`src/rtl/evc_pkg.sv`:
```
package evc_pkg;
  localparam int NUM_CH      = 3;
  localparam int NUM_IN      = 3;
  localparam int EDGE_PER_CH = 2 * NUM_IN;
  localparam int CTRL_W      = 32;
  localparam int MODE_LSB    = 29;

  // implemented bits: all edge enables plus one mode bit per channel
  function automatic logic [CTRL_W-1:0] ctrl_mask();
    logic [CTRL_W-1:0] m;
    m = '0;
    for (int b = 0; b < NUM_CH * EDGE_PER_CH; b++) m[b] = 1'b1;
    for (int c = 0; c < NUM_CH; c++) m[MODE_LSB + c] = 1'b1;
    return m;
  endfunction
endpackage

```
`src/rtl/evc_rst_sync.sv`:
```
module evc_rst_sync (
  input  logic clk,
  input  logic rst_n,
  output logic rst_ns
);
  logic stage_q;

  always_ff @(posedge clk or negedge rst_n) begin
    if (!rst_n) begin
      stage_q <= 1'b0;
      rst_ns  <= 1'b0;
    end else begin
      stage_q <= 1'b1;
      rst_ns  <= stage_q;
    end
  end
endmodule

```
`src/rtl/evc_edge_det.sv`:
```
module evc_edge_det #(
  parameter int N = 3
) (
  input  logic           clk,
  input  logic           rst_ns,
  input  logic [N-1:0]   pin,
  output logic [2*N-1:0] edges
);
  logic [N-1:0] meta_q, sync_q, prev_q;
  logic [N-1:0] rise, fall;

  always_ff @(posedge clk or negedge rst_ns) begin
    if (!rst_ns) begin
      meta_q <= '0;
      sync_q <= '0;
      prev_q <= '0;
    end else begin
      meta_q <= pin;
      sync_q <= meta_q;
      prev_q <= sync_q;
    end
  end

  assign rise = sync_q & ~prev_q;
  assign fall = ~sync_q & prev_q;

  // interleave: even bit = rising, odd bit = falling, per input
  for (genvar i = 0; i < N; i++) begin : g_pair
    assign edges[2*i]   = rise[i];
    assign edges[2*i+1] = fall[i];
  end
endmodule

```
`src/rtl/evc_ctrl_reg.sv`:
```
module evc_ctrl_reg #(
  parameter int          W    = 32,
  parameter logic [W-1:0] MASK = '1
) (
  input  logic         clk,
  input  logic         rst_ns,
  input  logic         set_we,
  input  logic [W-1:0] set_data,
  input  logic         clr_we,
  input  logic [W-1:0] clr_data,
  output logic [W-1:0] q
);
  logic [W-1:0] nxt;
  logic         upd;

  assign upd = set_we | clr_we;

  always_comb begin
    nxt = q;
    if (set_we) nxt = nxt | set_data;
    if (clr_we) nxt = nxt & ~clr_data;  // clear applied last: wins
    nxt = nxt & MASK;
  end

  always_ff @(posedge clk or negedge rst_ns) begin
    if (!rst_ns)  q <= '0;
    else if (upd) q <= nxt;
  end
endmodule

```
`src/rtl/evc_chan.sv`:
```
module evc_chan #(
  parameter int CW = 32,
  parameter int NE = 6
) (
  input  logic          clk,
  input  logic          rst_ns,
  input  logic          mode,
  input  logic [NE-1:0] en,
  input  logic [NE-1:0] edges,
  output logic [CW-1:0] cnt
);
  logic          step;
  logic [CW-1:0] cnt_d;

  always_comb begin
    step  = mode ? |(en & edges) : 1'b1;
    cnt_d = cnt + CW'(1);
  end

  always_ff @(posedge clk or negedge rst_ns) begin
    if (!rst_ns)   cnt <= '0;
    else if (step) cnt <= cnt_d;
  end
endmodule

```
`src/rtl/evc_ctrl.sv`:
```
module evc_ctrl #(
  parameter int CNT_W = 32
) (
  input  logic                           clk,
  input  logic                           rst_n,
  input  logic [evc_pkg::NUM_IN-1:0]     cap_in,
  input  logic                           set_we,
  input  logic [evc_pkg::CTRL_W-1:0]     set_data,
  input  logic                           clr_we,
  input  logic [evc_pkg::CTRL_W-1:0]     clr_data,
  output logic [evc_pkg::CTRL_W-1:0]     ctrl_q,
  output logic [evc_pkg::NUM_CH*CNT_W-1:0] cnt_all
);
  import evc_pkg::*;

  localparam logic [CTRL_W-1:0] CTRL_MASK = ctrl_mask();
  localparam int NE = EDGE_PER_CH;

  logic          rst_ns;
  logic [NE-1:0] edge_vec;

  evc_rst_sync u_rst (
    .clk    (clk),
    .rst_n  (rst_n),
    .rst_ns (rst_ns)
  );

  evc_edge_det #(.N(NUM_IN)) u_edge (
    .clk    (clk),
    .rst_ns (rst_ns),
    .pin    (cap_in),
    .edges  (edge_vec)
  );

  evc_ctrl_reg #(.W(CTRL_W), .MASK(CTRL_MASK)) u_reg (
    .clk      (clk),
    .rst_ns   (rst_ns),
    .set_we   (set_we),
    .set_data (set_data),
    .clr_we   (clr_we),
    .clr_data (clr_data),
    .q        (ctrl_q)
  );

  for (genvar c = 0; c < NUM_CH; c++) begin : g_ch
    evc_chan #(.CW(CNT_W), .NE(NE)) u_chan (
      .clk    (clk),
      .rst_ns (rst_ns),
      .mode   (ctrl_q[MODE_LSB + c]),
      .en     (ctrl_q[c*NE +: NE]),
      .edges  (edge_vec),
      .cnt    (cnt_all[c*CNT_W +: CNT_W])
    );
  end
endmodule

```
`config.mk`:
```
export PLATFORM = sky130hd
export DESIGN_NAME = evc_ctrl
export DESIGN_NICKNAME = d
export VERILOG_FILES = /design/src/rtl/evc_pkg.sv /design/src/rtl/evc_rst_sync.sv /design/src/rtl/evc_edge_det.sv /design/src/rtl/evc_ctrl_reg.sv /design/src/rtl/evc_chan.sv /design/src/rtl/evc_ctrl.sv
export SDC_FILE = /design/constraint.sdc
export NUM_CORES = 1
export LEC_CHECK = 0
export BUFFER_PORTS_ARGS = -buffer_cell sky130_fd_sc_hd__buf_2
export CORE_MARGIN = 4
export CORE_UTILIZATION = 40
export CTS_BUF_LIST = sky130_fd_sc_hd__clkbuf_4 sky130_fd_sc_hd__clkbuf_8 sky130_fd_sc_hd__clkbuf_16
export DETAILED_ROUTE_END_ITERATION = 16
export PLACE_DENSITY = 0.67
export SYNTH_ARGS = -nofsm -noshare
export SYNTH_HDL_FRONTEND = slang
export SYNTH_SLANG_ARGS = --single-unit
```
`constraint.sdc`:
```
create_clock -name clk -period 9.82 [get_ports clk]
set_input_delay 0.982 -clock clk [delete_from_list [all_inputs] [get_ports clk]]
set_output_delay 0.982 -clock clk [all_outputs]
set_load 0.005 [all_outputs]
```
==> reports/summary.md <==
The run finished with clean final reports. Across all layers, the routed design uses 4522 vias. The run gives 2430 sq um as the multi-input combinational cell area.

The signal on the critical path passes through buf_2. Fill cells in the final layout number 1257. Endpoint of the most critical register-to-register path: g_ch[2].u_chan.cnt[30]$_DFFE_PN0P_. The required time at the worst-slack endpoint is 8.84 ns, and the area of the core is 14000 sq um. Once detailed placement completed, the half-perimeter wirelength came to 10600 um. The logs give 0.122 mV for the worst ir drop on vdd and 0 for the post-CTS resize count. After synthesis, the mean cell area works out to 11.1 sq um.

STA classifies the critical path startpoint as a flop. During I/O placement, the number of pins put on the boundary was 199. The detail route stage leaves a number of antenna-violating nets equal to 0. The sequential share of the synthesized area is 0.555. The startpoint identified for the worst register-to-register timing path is g_ch[2].u_chan.cnt[0]$_DFFE_PN0P_. The clock-pin transition on the worst setup and hold timing paths was 0.05 ns. The wire length of the first global-routing pass was 23600 um; the cell count after placement was 852. Standard cell with the maximum stage delay on the critical path: sky130_fd_sc_hd__dfrtp_1. The starting density of the core is 0.413.

Excluding fillers, the count of instances in the completed layout stands at 882. The critical path buffer and inverter count was 1. The Yosys step of the flow raised 0 warnings. The proportion of layout cells with a drive suffix above 1 is 0.309, and the number of antenna violations at the first check in global routing is 0. The total stage count of the critical path works out to 1. Setup repair after global routing left no endpoint under its margin. The total chip power is 1510 uW.

The final count of hold timing violations was 0; the total CTS buffers was 17. The die is 128 um tall. The mapped netlist covers 5770 sq um. The max-slew violation count was 0; the max-capacitance violation count was 0. The tree is rooted in a sky130_fd_sc_hd__clkbuf_16.

For flop-to-flop paths, the worst setup slack is 7.81 ns. In this design, the stage delay of the slowest critical-path cell is 0.47 ns. The worst-case clock skew was 0.00526 ns. Worst-skew pair later-pin latency: 0.41 ns. Adding up every negative setup slack in the final design gives 0 ns.

The final cell utilization of the core came out at 0.522. The number of different library cells used by synthesis comes to 44. The floorplan has 43 rows. The tools report the via count of the first global-routing pass as 4568. Post-CTS timing repair inserted 0 buffers for setup. The run gives 1.05 ns as the data arrival time at the worst-slack endpoint. The sort of element at the end of the critical path is an output pin.

For this design, the sink count on the clock tree is 128. TritonCTS built the clock tree. In this run the worst setup path begins at g_ch[0].u_chan.cnt[3]$_DFFE_PN0P_.

Subtracting the final worst setup slack from the clock period gives 2.03 ns. Grouping stages by cell kind, the critical path spends the most delay in flip-flops. The tools report the worst slew margin relative to its limit as 0.433.

In this run, post-CTS hold repair placed 0 buffers. The area growth from synthesis to layout came out at 26.5%. The final routed wire length divided by cell count was 16.5 um; the placer congestion estimate was 0.822. The average vias per placed instance came out at 5.13. Leftover overflow at the end of global routing: 0. Setup violations remaining at the end of the flow were counted as 0. The most critical setup path has its endpoint at cnt_all[3].

The share of the clock period used by the worst path is 0.207. The slew at the pin closest to its max-slew limit is 0.851 ns, and the register bit count reported by yosys is 128. For the register cell area after layout, the log shows 3210 sq um. The number of buffers inserted by port buffering came out at 165. Number of DRC violations after detailed routing: 0. The number of antenna diodes in the final layout is 0.

The power per unit of standard cell area was 207 nW/um^2; the leakage power figure was 0.00357 uW. Maximum number of pins on one net before global-route repair: 66. Overall track demand over capacity in global routing: 0.184. The maximum root-to-sink buffer count came out at 2. Derived from the worst setup path, the maximum achievable clock frequency is 492 MHz. Critical path class: flop to output pin. The die covers 16400 sq um.

The path type of the worst min-delay path is input port to asynchronous set/reset pin. Before antenna repair, the detailed router went through 4 iterations. The tools report the wire length after detailed routing as 14500 um.

For this run, the post-layout net count is 765. The logs give 521 for the synthesized instance count and 4 for the H-tree depth. Counting cells, the worst reg-to-reg path comes to 6.

The number of design-rule violations left by the first detailed-router iteration is 160. Of all nets on the critical path, the largest fanout is 6. The floorplan step set the die width to 128 um.
==> Yosys cell counts (all sizes together) <==
cell type	instances	area [sq um]
o311ai	1	8.76
or2	6	37.5
mux2	2	22.5
nor4b	2	38.8
a21oi	42	210
nand3	30	175
nand2b	2	12.5
conb	2	7.51
nand2	40	150
o2111ai	3	32.5
buf	18	125
nor2	21	81.3
o311a	2	21.3
clkbuf	7	26.3
o21ai	2	10.0
nor4	9	83.8
nor3b	1	7.51
xnor2	58	508
or3	2	12.5
and2	3	20.0
and4	4	35.0
and3	14	90.1
nand4b	2	17.5
and3b	1	8.76
xor2	35	307
nand3b	17	128
nand4	31	200
inv	8	30.0
dfrtp	128	3200
nor3	25	125
ha	3	37.5
==> flip-flops by register name, indices dropped and copies added (netlist names) <==
register / count
u_edge.prev_q: 3
u_rst.stage_q: 1
u_rst.rst_ns: 1
u_edge.meta_q: 3
g_ch.u_chan.cnt: 96
u_edge.sync_q: 3
u_reg.q: 21
==> layout make-up <==
| class | count | share of cell area |
|---|---|---|
| well taps | 180 | 0.0308 |
| inverters | 8 | 0.00411 |
| flip-flops and latches | 128 | 0.439 |
| clock buffers | 24 | 0.0680 |
| clock inverters | 6 | 0.0113 |
| multi-input cells | 370 | 0.332 |
| repair buffers | 166 | 0.114 |
==> report_power, final <==
| part | total, uW | switching, uW | internal, uW |
|---|---|---|---|
| clock network | 616 | 215 | 400 |
| logic | 224 | 112 | 112 |
| registers | 675 | 85.1 | 590 |
| total | 1510 | 413 | 1100 |
==> worst min path at each step <==
stage                          startpoint                         end  slack, ns
2_1_floorplan  u_edge.meta_q[0]$_DFF_PN0_  u_edge.sync_q[0]$_DFF_PN0_       0.33
3_3_place_gp   u_edge.meta_q[1]$_DFF_PN0_  u_edge.sync_q[1]$_DFF_PN0_       0.33
3_5_place_dp   u_edge.meta_q[2]$_DFF_PN0_  u_edge.sync_q[2]$_DFF_PN0_       0.34
4_1_cts                             rst_n     u_rst.stage_q$_DFF_PN0_       0.33
5_1_grt                             rst_n     u_rst.stage_q$_DFF_PN0_       0.33
6_report                            rst_n      u_rst.rst_ns$_DFF_PN0_       0.35
==> layout by cell type (no fill, tap or decap), drive strengths merged <==
cell type,netlist,routed
o21ai,2,2
nor4b,2,2
and2,3,3
nor2,21,21
conb,2,12
dfrtp,128,128
nand2b,2,2
o311ai,1,1
a21oi,42,42
nand2,40,40
o2111ai,3,3
clkinv,0,3
and4,4,4
bufinv,0,2
xnor2,58,58
nor3,25,25
o311a,2,2
nor3b,1,1
buf,18,166
nor4,9,9
nand3,30,30
nand4b,2,2
ha,3,3
or2,6,6
nand3b,17,17
clkbuf,7,24
clkinvlp,0,1
and3,14,14
and3b,1,1
xor2,35,35
mux2,2,2
inv,8,8
nand4,31,31
or3,2,2
==> stage by stage <==
stage / worst slack [ns] / instance area [sq um] / hold WS, ns
after global routing: 7.65 / 7300 / 0.333
after CTS: 7.76 / 7300 / 0.330
after floorplan: 5.99 / 5810 / 0.331
final: 7.79 / 7300 / 0.347
after detailed placement: 7.82 / 6720 / 0.340
after global placement: 7.88 / 6720 / 0.332
==> cell families after synthesis <==
| kind of cell | after synthesis | share of synthesized area |
|---|---|---|
| XOR/XNOR | 93 | 0.141 |
| AND/OR/NAND/NOR | 210 | 0.212 |
| other | 2 | 0.00130 |
| adder cells (fa/ha/maj) | 3 | 0.00650 |
| buffers and inverters | 33 | 0.0314 |
| AO/OA/AOI/OAI | 50 | 0.0490 |
| multiplexers | 2 | 0.00390 |
| flip-flops | 128 | 0.555 |
==> layer usage <==
metal,vias to the layer above,track usage,part of all wire
met4,0,0.0643,0.014
li1,2149,-,-
met5,-,0,0
met2,154,0.289,0.48
met3,18,0.0558,0.069
met1,2201,0.243,0.44
Note: power is estimated with default switching activity, not from simulation.
